$ cat src/rtl/fprcp_pkg.sv
// Package: format widths, the float record type and the sequencer states
// shared by the reciprocal unit and its arithmetic blocks.
// Assumes a sign / offset-exponent / fraction layout with the fraction MSB
// carrying 0.5 for every nonzero value.
package fprcp_pkg;
    localparam int EXP_W = 8;
    localparam int MAN_W = 9;
    localparam int FP_W  = 1 + EXP_W + MAN_W;
    localparam int BIAS  = 1 << (EXP_W - 1);

    typedef struct packed {
        logic             sgn;
        logic [EXP_W-1:0] exp;
        logic [MAN_W-1:0] man;
    } fp_t;

    typedef enum logic [2:0] {
        ST_IDLE,
        ST_SEED,
        ST_PROD,
        ST_DIFF,
        ST_UPD
    } rcp_state_e;
endpackage

$ cat src/rtl/fp18_mul.sv
// Module: combinational float multiply.
// Truncates the fraction product to MAN_W bits, renormalizing by at most one
// place. Assumes nonzero inputs are normalized; underflow flushes to zero.
module fp18_mul
    import fprcp_pkg::*;
(
    input  fp_t a,
    input  fp_t b,
    output fp_t y
);
    localparam int PROD_W = 2 * MAN_W;

    logic [EXP_W:0] esum;
    logic [MAN_W:0] top_bits;
    logic           valid;

    // Exponent sum, top product bits and the zero/underflow test
    always_comb begin
        esum     = {1'b0, a.exp} + {1'b0, b.exp};
        top_bits = (MAN_W+1)'(({{MAN_W{1'b0}}, a.man} * {{MAN_W{1'b0}}, b.man}) >> (MAN_W - 1));
        valid    = a.man[MAN_W-1] && b.man[MAN_W-1] && (esum >= (EXP_W+1)'(BIAS + 1));
    end

    // Pick the normalizing shift and assemble the result
    always_comb begin
        y = '0;
        if (valid) begin
            y.sgn = a.sgn ^ b.sgn;
            if (top_bits[MAN_W]) begin
                y.man = top_bits[MAN_W:1];
                y.exp = EXP_W'(esum - (EXP_W+1)'(BIAS));
            end else begin
                y.man = top_bits[MAN_W-1:0];
                y.exp = EXP_W'(esum - (EXP_W+1)'(BIAS + 1));
            end
        end
    end

    // Unused in PROD_W sizing guard: keep the width tie explicit
    initial begin
        if (PROD_W != 2 * MAN_W) $display("fp18_mul: width mismatch");
    end
endmodule

$ cat src/rtl/fp18_add.sv
// Module: combinational float add/subtract.
// Orders operands by magnitude, aligns the smaller with a right shift
// (truncating), adds or subtracts fractions, then renormalizes.
// Assumes normalized or all-zero inputs; no exponent overflow checks.
module fp18_add
    import fprcp_pkg::*;
(
    input  fp_t a,
    input  fp_t b,
    output fp_t y
);
    localparam int LZ_W   = $clog2(MAN_W + 1);
    localparam int SH_MAX = MAN_W - 1;

    fp_t              big;
    fp_t              sml;
    logic [EXP_W-1:0] ediff;
    logic [MAN_W-1:0] sm_sh;
    logic [MAN_W:0]   sum;
    logic [MAN_W-1:0] dif;
    logic [LZ_W-1:0]  lz;
    logic             found;

    // Order by magnitude, a wins a tie
    always_comb begin
        if ({a.exp, a.man} >= {b.exp, b.man}) begin
            big = a;
            sml = b;
        end else begin
            big = b;
            sml = a;
        end
        ediff = big.exp - sml.exp;
    end

    // Align the smaller fraction and form both the sum and the difference
    always_comb begin
        sm_sh = sml.man >> ediff;
        sum   = {1'b0, big.man} + {1'b0, sm_sh};
        dif   = big.man - sm_sh;
    end

    // Count leading zeros of the difference
    always_comb begin
        lz    = '0;
        found = 1'b0;
        for (int i = MAN_W - 1; i >= 0; i--) begin
            if (!found) begin
                if (dif[i]) found = 1'b1;
                else        lz = lz + LZ_W'(1);
            end
        end
    end

    // Select the result path
    always_comb begin
        y = '0;
        if (!a.man[MAN_W-1] && !b.man[MAN_W-1]) begin
            y = '0;
        end else if (ediff > EXP_W'(SH_MAX)) begin
            y = big;
        end else if (big.sgn == sml.sgn) begin
            y.sgn = big.sgn;
            if (sum[MAN_W]) begin
                y.exp = big.exp + EXP_W'(1);
                y.man = sum[MAN_W:1];
            end else begin
                y.exp = big.exp;
                y.man = sum[MAN_W-1:0];
            end
        end else if (dif != '0) begin
            y.sgn = big.sgn;
            y.exp = big.exp - EXP_W'(lz);
            y.man = dif << lz;
        end
    end
endmodule

$ cat src/rtl/fprcp_ctrl.sv
// Module: sequencer for the reciprocal.
// Steps seed -> (product -> difference -> update) x ITERS, then back to idle.
// A start request is only seen in ST_IDLE. `last` flags the final update.
module fprcp_ctrl
    import fprcp_pkg::*;
#(
    parameter int ITERS = 2
) (
    input  logic       clk,
    input  logic       rst_n,
    input  logic       start,
    output rcp_state_e st,
    output logic       last
);
    localparam int IT_W = (ITERS > 1) ? $clog2(ITERS) : 1;

    logic [IT_W-1:0] it_q;

    assign last = (it_q == IT_W'(ITERS - 1));

    // State and iteration counter
    always_ff @(posedge clk) begin
        if (!rst_n) begin
            st   <= ST_IDLE;
            it_q <= '0;
        end else begin
            case (st)
                ST_IDLE: if (start) begin
                    st   <= ST_SEED;
                    it_q <= '0;
                end
                ST_SEED: st <= ST_PROD;
                ST_PROD: st <= ST_DIFF;
                ST_DIFF: st <= ST_UPD;
                ST_UPD: begin
                    if (last) begin
                        st <= ST_IDLE;
                    end else begin
                        st   <= ST_PROD;
                        it_q <= it_q + IT_W'(1);
                    end
                end
                default: st <= ST_IDLE;
            endcase
        end
    end
endmodule

$ cat src/rtl/fp_recip.sv
// Module: top of the float reciprocal.
// Captures the operand on an idle start, runs the seed and ITERS Newton
// steps on one shared multiplier and adder, and then writes the result and
// pulses done. Assumes a normalized nonzero operand with exponent 3..255.
module fp_recip
    import fprcp_pkg::*;
#(
    parameter int              ITERS  = 2,
    parameter logic [FP_W-1:0] SEED_C = 18'h10575,
    parameter logic [FP_W-1:0] TWO_C  = 18'h10500
) (
    input  logic            clk,
    input  logic            rst_n,
    input  logic            start,
    input  logic [FP_W-1:0] x_in,
    output logic            done,
    output logic [FP_W-1:0] y_out
);
    localparam int               RCP_K    = 2 * BIAS + 1;
    localparam logic [MAN_W-1:0] MAN_HALF = MAN_W'(1) << (MAN_W - 1);
    localparam logic [EXP_W-1:0] EXP_HALF = EXP_W'(BIAS);
    localparam logic [EXP_W-1:0] EXP_ONE  = EXP_W'(BIAS + 1);

    rcp_state_e       st;
    logic             last;
    logic             s_q;
    logic [EXP_W-1:0] e1_q;
    logic [MAN_W-1:0] m1_q;
    fp_t              x_q;
    fp_t              t_q;
    fp_t              r_v;
    fp_t              neg_two_r;
    fp_t              mul_a;
    fp_t              mul_b;
    fp_t              mul_y;
    fp_t              add_a;
    fp_t              add_b;
    fp_t              add_y;
    logic [EXP_W-1:0] eout;
    logic             done_q;
    logic [FP_W-1:0]  y_q;

    fprcp_ctrl #(.ITERS(ITERS)) u_ctrl (
        .clk   (clk),
        .rst_n (rst_n),
        .start (start),
        .st    (st),
        .last  (last)
    );

    // Reduced operand r and the negated 2r used by the seed
    always_comb begin
        r_v       = '{sgn: 1'b0, exp: EXP_HALF, man: m1_q};
        neg_two_r = '{sgn: 1'b1, exp: EXP_ONE,  man: m1_q};
    end

    // Operand steering for the shared multiplier and adder
    always_comb begin
        mul_a = (st == ST_PROD) ? r_v : x_q;
        mul_b = (st == ST_PROD) ? x_q : t_q;
        add_a = (st == ST_SEED) ? fp_t'(SEED_C) : fp_t'(TWO_C);
        add_b = (st == ST_SEED) ? neg_two_r : '{sgn: ~t_q.sgn, exp: t_q.exp, man: t_q.man};
    end

    fp18_mul u_mul (.a(mul_a), .b(mul_b), .y(mul_y));
    fp18_add u_add (.a(add_a), .b(add_b), .y(add_y));

    // Result exponent from the input exponent, with the power-of-two correction
    always_comb begin
        eout = (m1_q == MAN_HALF) ? (EXP_W'(RCP_K + 1) - e1_q) : (EXP_W'(RCP_K) - e1_q);
    end

    // Operand capture, idle only
    always_ff @(posedge clk) begin
        if (!rst_n) begin
            s_q  <= 1'b0;
            e1_q <= '0;
            m1_q <= '0;
        end else if (st == ST_IDLE && start) begin
            s_q  <= x_in[FP_W-1];
            e1_q <= x_in[FP_W-2 -: EXP_W];
            m1_q <= x_in[MAN_W-1:0];
        end
    end

    // Iterate and scratch registers
    always_ff @(posedge clk) begin
        if (!rst_n) begin
            x_q <= '0;
            t_q <= '0;
        end else begin
            case (st)
                ST_SEED: x_q <= add_y;
                ST_PROD: t_q <= mul_y;
                ST_DIFF: t_q <= add_y;
                ST_UPD:  x_q <= mul_y;
                default: ;
            endcase
        end
    end

    // Result register and completion pulse
    always_ff @(posedge clk) begin
        if (!rst_n) begin
            y_q    <= '0;
            done_q <= 1'b0;
        end else begin
            done_q <= 1'b0;
            if (st == ST_UPD && last) begin
                y_q    <= {s_q, eout, mul_y.man};
                done_q <= 1'b1;
            end
        end
    end

    assign done  = done_q;
    assign y_out = y_q;

    AST_DONE_SINGLE: assert property (@(posedge clk) disable iff (!rst_n)
        done_q |=> !done_q);

    AST_OPERAND_HELD: assert property (@(posedge clk) disable iff (!rst_n)
        (st != ST_IDLE) |=> ($stable(m1_q) && $stable(e1_q) && $stable(s_q)));

    AST_SEED_RANGE: assert property (@(posedge clk) disable iff (!rst_n)
        (st == ST_SEED && m1_q[MAN_W-1]) |->
            (add_y.man[MAN_W-1] && !add_y.sgn && (add_y.exp == EXP_HALF || add_y.exp == EXP_ONE)));

    AST_DIFF_POSITIVE: assert property (@(posedge clk) disable iff (!rst_n)
        (st == ST_DIFF && m1_q[MAN_W-1]) |-> (add_y.man[MAN_W-1] && !add_y.sgn));

    AST_MUL_NORM: assert property (@(posedge clk) disable iff (!rst_n)
        (mul_a.man[MAN_W-1] && mul_b.man[MAN_W-1] &&
         (({1'b0, mul_a.exp} + {1'b0, mul_b.exp}) >= (EXP_W+1)'(BIAS + 1))) |-> mul_y.man[MAN_W-1]);

    AST_MUL_ZERO: assert property (@(posedge clk) disable iff (!rst_n)
        (!mul_a.man[MAN_W-1] || !mul_b.man[MAN_W-1]) |-> (mul_y == '0));

    AST_ADD_NORM: assert property (@(posedge clk) disable iff (!rst_n)
        (st != ST_IDLE && (|add_y.man)) |-> add_y.man[MAN_W-1]);
endmodule

$ cat config.mk
export PLATFORM = sky130hd
export DESIGN_NAME = fp_recip
export DESIGN_NICKNAME = d
export VERILOG_FILES = /design/src/rtl/fprcp_pkg.sv /design/src/rtl/fp18_mul.sv /design/src/rtl/fp18_add.sv /design/src/rtl/fprcp_ctrl.sv /design/src/rtl/fp_recip.sv
export SDC_FILE = /design/constraint.sdc
export NUM_CORES = 1
export LEC_CHECK = 0
export BUFFER_PORTS_ARGS = -buffer_cell sky130_fd_sc_hd__buf_2
export CELL_PAD_IN_SITES_DETAIL_PLACEMENT = 1
export CELL_PAD_IN_SITES_GLOBAL_PLACEMENT = 1
export CORE_ASPECT_RATIO = 2
export CORE_MARGIN = 2
export CORE_UTILIZATION = 47
export DETAILED_ROUTE_END_ITERATION = 10
export PLACE_DENSITY_LB_ADDON = 0.1
export SETUP_SLACK_MARGIN = 0.05
export SLEW_MARGIN = 20
export SYNTH_ARGS = -nofsm -noshare
export SYNTH_HDL_FRONTEND = slang
export SYNTH_SLANG_ARGS = --single-unit
$ cat constraint.sdc
create_clock -name clk -period 13.38 [get_ports clk]
set_input_delay 2.676 -clock clk [delete_from_list [all_inputs] [get_ports clk]]
set_output_delay 2.676 -clock clk [all_outputs]
set_load 0.1 [all_outputs]
==> metrics.sh <==
OUTCOME='finished clean'
NETLIST-CELL-TYPE-COUNT=88
CP_SLOWEST_STAGE_DELAY_PS=750
RSZ0062_AT_GRT='false'
GRTUSAGEMET3=0.0295
NUMBER_OF_ANTENNA_VIOLATIONS_AT_THE_FIRST_CHECK_IN_GLOBAL_ROUTING=0
FIN_NETS=1489
MAX_CAP_VIOL_COUNT=0
FP.COREAREA_MM2=0.0208
AVG_CELL_AREA_SYN_UM2=7.37
CLK_TRANSITION_REPORTED_PATHS_PS=60
GLOBAL_ROUTE.USAGE.TOTAL=0.325
SYNTH_LARGEST_AREA_CELL='dfxtp_1'
DRIVE_GT1_FRAC=0.0862
P_PER_AREA_mW_PER_MM2=111
CTS_MAX_PATH_BUFFERS=2
POSTCTSRESIZEDCELLS=0
DIE_AREA_MM2=0.0223
REPORT.FINAL.SLEW_VIOL_COUNT=0
CTSHOLDBUFFERS=0
INSERTEDDIODECOUNT=0
WIRELENGTH_MM=36.1
POST_DRT_WL_PER_CELL_UM=22.4
GRT_OVERFLOW=0
CRIT_PATH_END_KIND='flip-flop'
CLOCK_TREE.ROOT_CELL='clkbuf_16'
IR_WORST_VDD_mV=0.113
YS.FLOP_TYPE='dfxtp_1'
SYNTH.AREA.TOP_CELLS='dfxtp_1, fa_1, nand2_1'
FIRST_GLOBAL_VIAS=10800
TIMING.FINAL.CRIT_SHARE=0.880
INITIAL_CORE_UTILIZATION=0.476
DIE_HEIGHT_UM=209
MULTIINPUTGATEAREA_MM2=0.00776
TIMING.SETUP.TNS_PS=0
MAX-SLEW-MARGIN-REL=0.278
FINALSETUPVIOLCOUNT=0
YS_FF_LATCH=77
REGISTER_AREA_MM2=0.00154
WORST_SKEW_PAIR.LATE_LATENCY_PS=350
FLOORPLAN.ROWS=75
GRT_FIRST_PASS_WIRELENGTH_MM=57.1
FIN_CRIT_PS=11770
SYNTHESIS.AREA_MM2=0.00991
ASYNC_FLOP_SHARE=0
SYNTH_SEQUENTIAL_AREA_RATIO=0.155
HOLD_VIOL_FINAL=0
H-TREE-DEPTH=3
NUMPLACEDINSTANCES=1598
NUM-FILL-CELLS=2759
WORST-ENDPOINT-ARRIVAL_PS=12040
FINALNONFILLERCELLS=1614
POST-ROUTE-DRC-COUNT=0
SYNTH_ENABLE_FLOP_CELLS=0
CRIT_PATH_START_KIND='flip-flop'
DETAILROUTE.VIA_COUNT=10100
TRITONCTS_NUM_SINKS=77
CTS_TREE='done'
AVGVIACOUNTPERCELL=6.28
GROUTE.LAYER.MET1.USAGE=0.307
HOLD_PATH.CLASS='flip-flop to flip-flop'
BUSIEST_LAYER='met2'
NUMCTSBUFFERS=9
HOLD_SLACK_PS=457
POST-DP-HPWL_MM=29.5
TIGHTEST_SLEW_PS=1070
IOS=40
CLOCK.FMAX_MHz=85.0
TIMING.CRITICAL_PATH.SLOWEST_STAGE_CELL='dfxtp_1'
ANTENNA_VIOLATING_NETS_POST_ROUTE=0
CTS.REPAIR_TIMING.SETUP_BUFFER_COUNT=0
GRT_START_MAX_NET_PINS=63
FIN_TOTAL_PWR_uW=1180
DIE_X_UM=107
GP_CONGESTION=0.947
YOSYS_WARN_COUNT=0
CRITICAL_PATH.MAX_FANOUT=20
P_LEAK_uW=0.00470
DRTPASS1ITERATIONS=5
NETLIST_INSTANCES=1345
CLOCK_SKEWS_PS=5.27
DR.FIRST_ITER.DRC_COUNT=501
SYNTHESIS.NETS=1494
WORST-ENDPOINT-REQUIRED_PS=13650
CRITICALPATHCATEGORY='flip-flop to flip-flop'
IO_BUFFERS=39
SYN2LAYOUT_AREA_GROWTH_PCT=6.93
SYNTH_LARGEST_TYPE_AREA_FRACTION=0.155
GROUTE.LAYER.MET2.USAGE=0.642
LAYOUT_UTILIZATION=0.509
## layer usage
layer,share of wire,routed length [um],vias up
met2,0.57,20400,249
met5,0,0,-
met3,0.023,813,146
met1,0.34,12300,5030
met4,0.070,2530,0
li1,-,-,4708
## placed cells by master, fill, tap and decap left out, drive strengths merged, types with 8 or more instances in the layout
cell,instances
ha,75
and2,19
xnor2,26
and3,12
or2,13
fa,53
o21ai,56
nor2,122
or4,8
nand2b,10
a21oi,93
buf,56
a211oi,25
o21a,8
nand2,263
nand3,27
a221oi,8
or3,10
a2111oi,8
xor2,15
o211ai,12
clkbuf,9
inv,87
mux2i,40
a21o,13
a31oi,10
a22oi,12
nor2b,23
nor3,35
dfxtp,77
nor4,14
## critical path, delay by kind of cell, from the launching register on
family	cells	cell delay [ps]
compound gates	16	5280
xor+xnor	3	870
fa+ha+maj	7	2020
buf+inv	3	510
flops	1	750
mux	2	560
simple gates	10	1660
## metrics by stage
stage / area [um2] / worst slack [ps]
detailed placement: 10300 / 1790
finish: 10600 / 1610
global route: 10600 / 609
floorplan: 9910 / 3390
CTS: 10600 / 1740
global placement: 10300 / 2270
## state kept, by name, indices dropped and copies added (netlist names)
name         count
x_q             18
t_q             18
e1_q             8
s_q              1
m1_q             9
u_ctrl.st        3
u_ctrl.last      1
y_out           18
done             1
## Yosys cell counts, types with 7 or more instances
cell / number
a21oi_1: 93
fa_1: 53
nor2b_1: 22
nand3_1: 26
a221oi_1: 8
nand2_1: 263
o21ai_0: 54
nor3_1: 32
inv_1: 82
and2_1: 19
or2_2: 10
a31oi_1: 10
xnor2_1: 26
or4_1: 8
o31ai_1: 7
a22oi_1: 12
dfxtp_1: 77
a211oi_1: 25
o21a_1: 8
nand2b_1: 10
clkbuf_1: 53
or3_1: 9
ha_1: 75
buf_2: 7
and3_1: 12
o211ai_1: 12
xor2_1: 14
mux2i_1: 40
nor4_1: 12
a21o_1: 13
nor2_1: 121
## worst paths after layout
path	start	endpoint	slack, ps	cells past startpoint
setup / recovery	t_q[10]	t_q[13]	1610	41
hold / removal	y_out[3]	y_out[3]	460	2
setup reg to reg	t_q[10]	t_q[13]	1610	41
hold reg to reg	y_out[3]	y_out[3]	460	2
## power by group
part | switching [uW] | internal, uW | total [uW]
Clock | 108 | 164 | 272
Combinational | 426 | 222 | 648
Sequential | 19.2 | 242 | 261
## area by class of cell
class / count / share of cell area
Inverter: 85 / 0.0301
Tap cell: 269 / 0.0317
Sequential cell: 77 / 0.145
Clock inverter: 7 / 0.00909
Timing Repair Buffer: 56 / 0.0304
Clock buffer: 9 / 0.0212
Multi-Input combinational cell: 1111 / 0.732
## kinds of logic (layout without fill, tap and decap cells)
kind of cell | after synthesis | after routing | share of synthesized area
flops | 77 | 77 | 0.155
compound gates | 316 | 316 | 0.220
mux | 45 | 45 | 0.0472
simple gates | 581 | 581 | 0.274
fa+ha+maj | 128 | 128 | 0.202
buf+inv | 157 | 157 | 0.0649
xor+xnor | 41 | 41 | 0.0370
No activity file was read; power rests on OpenSTA's default activity.
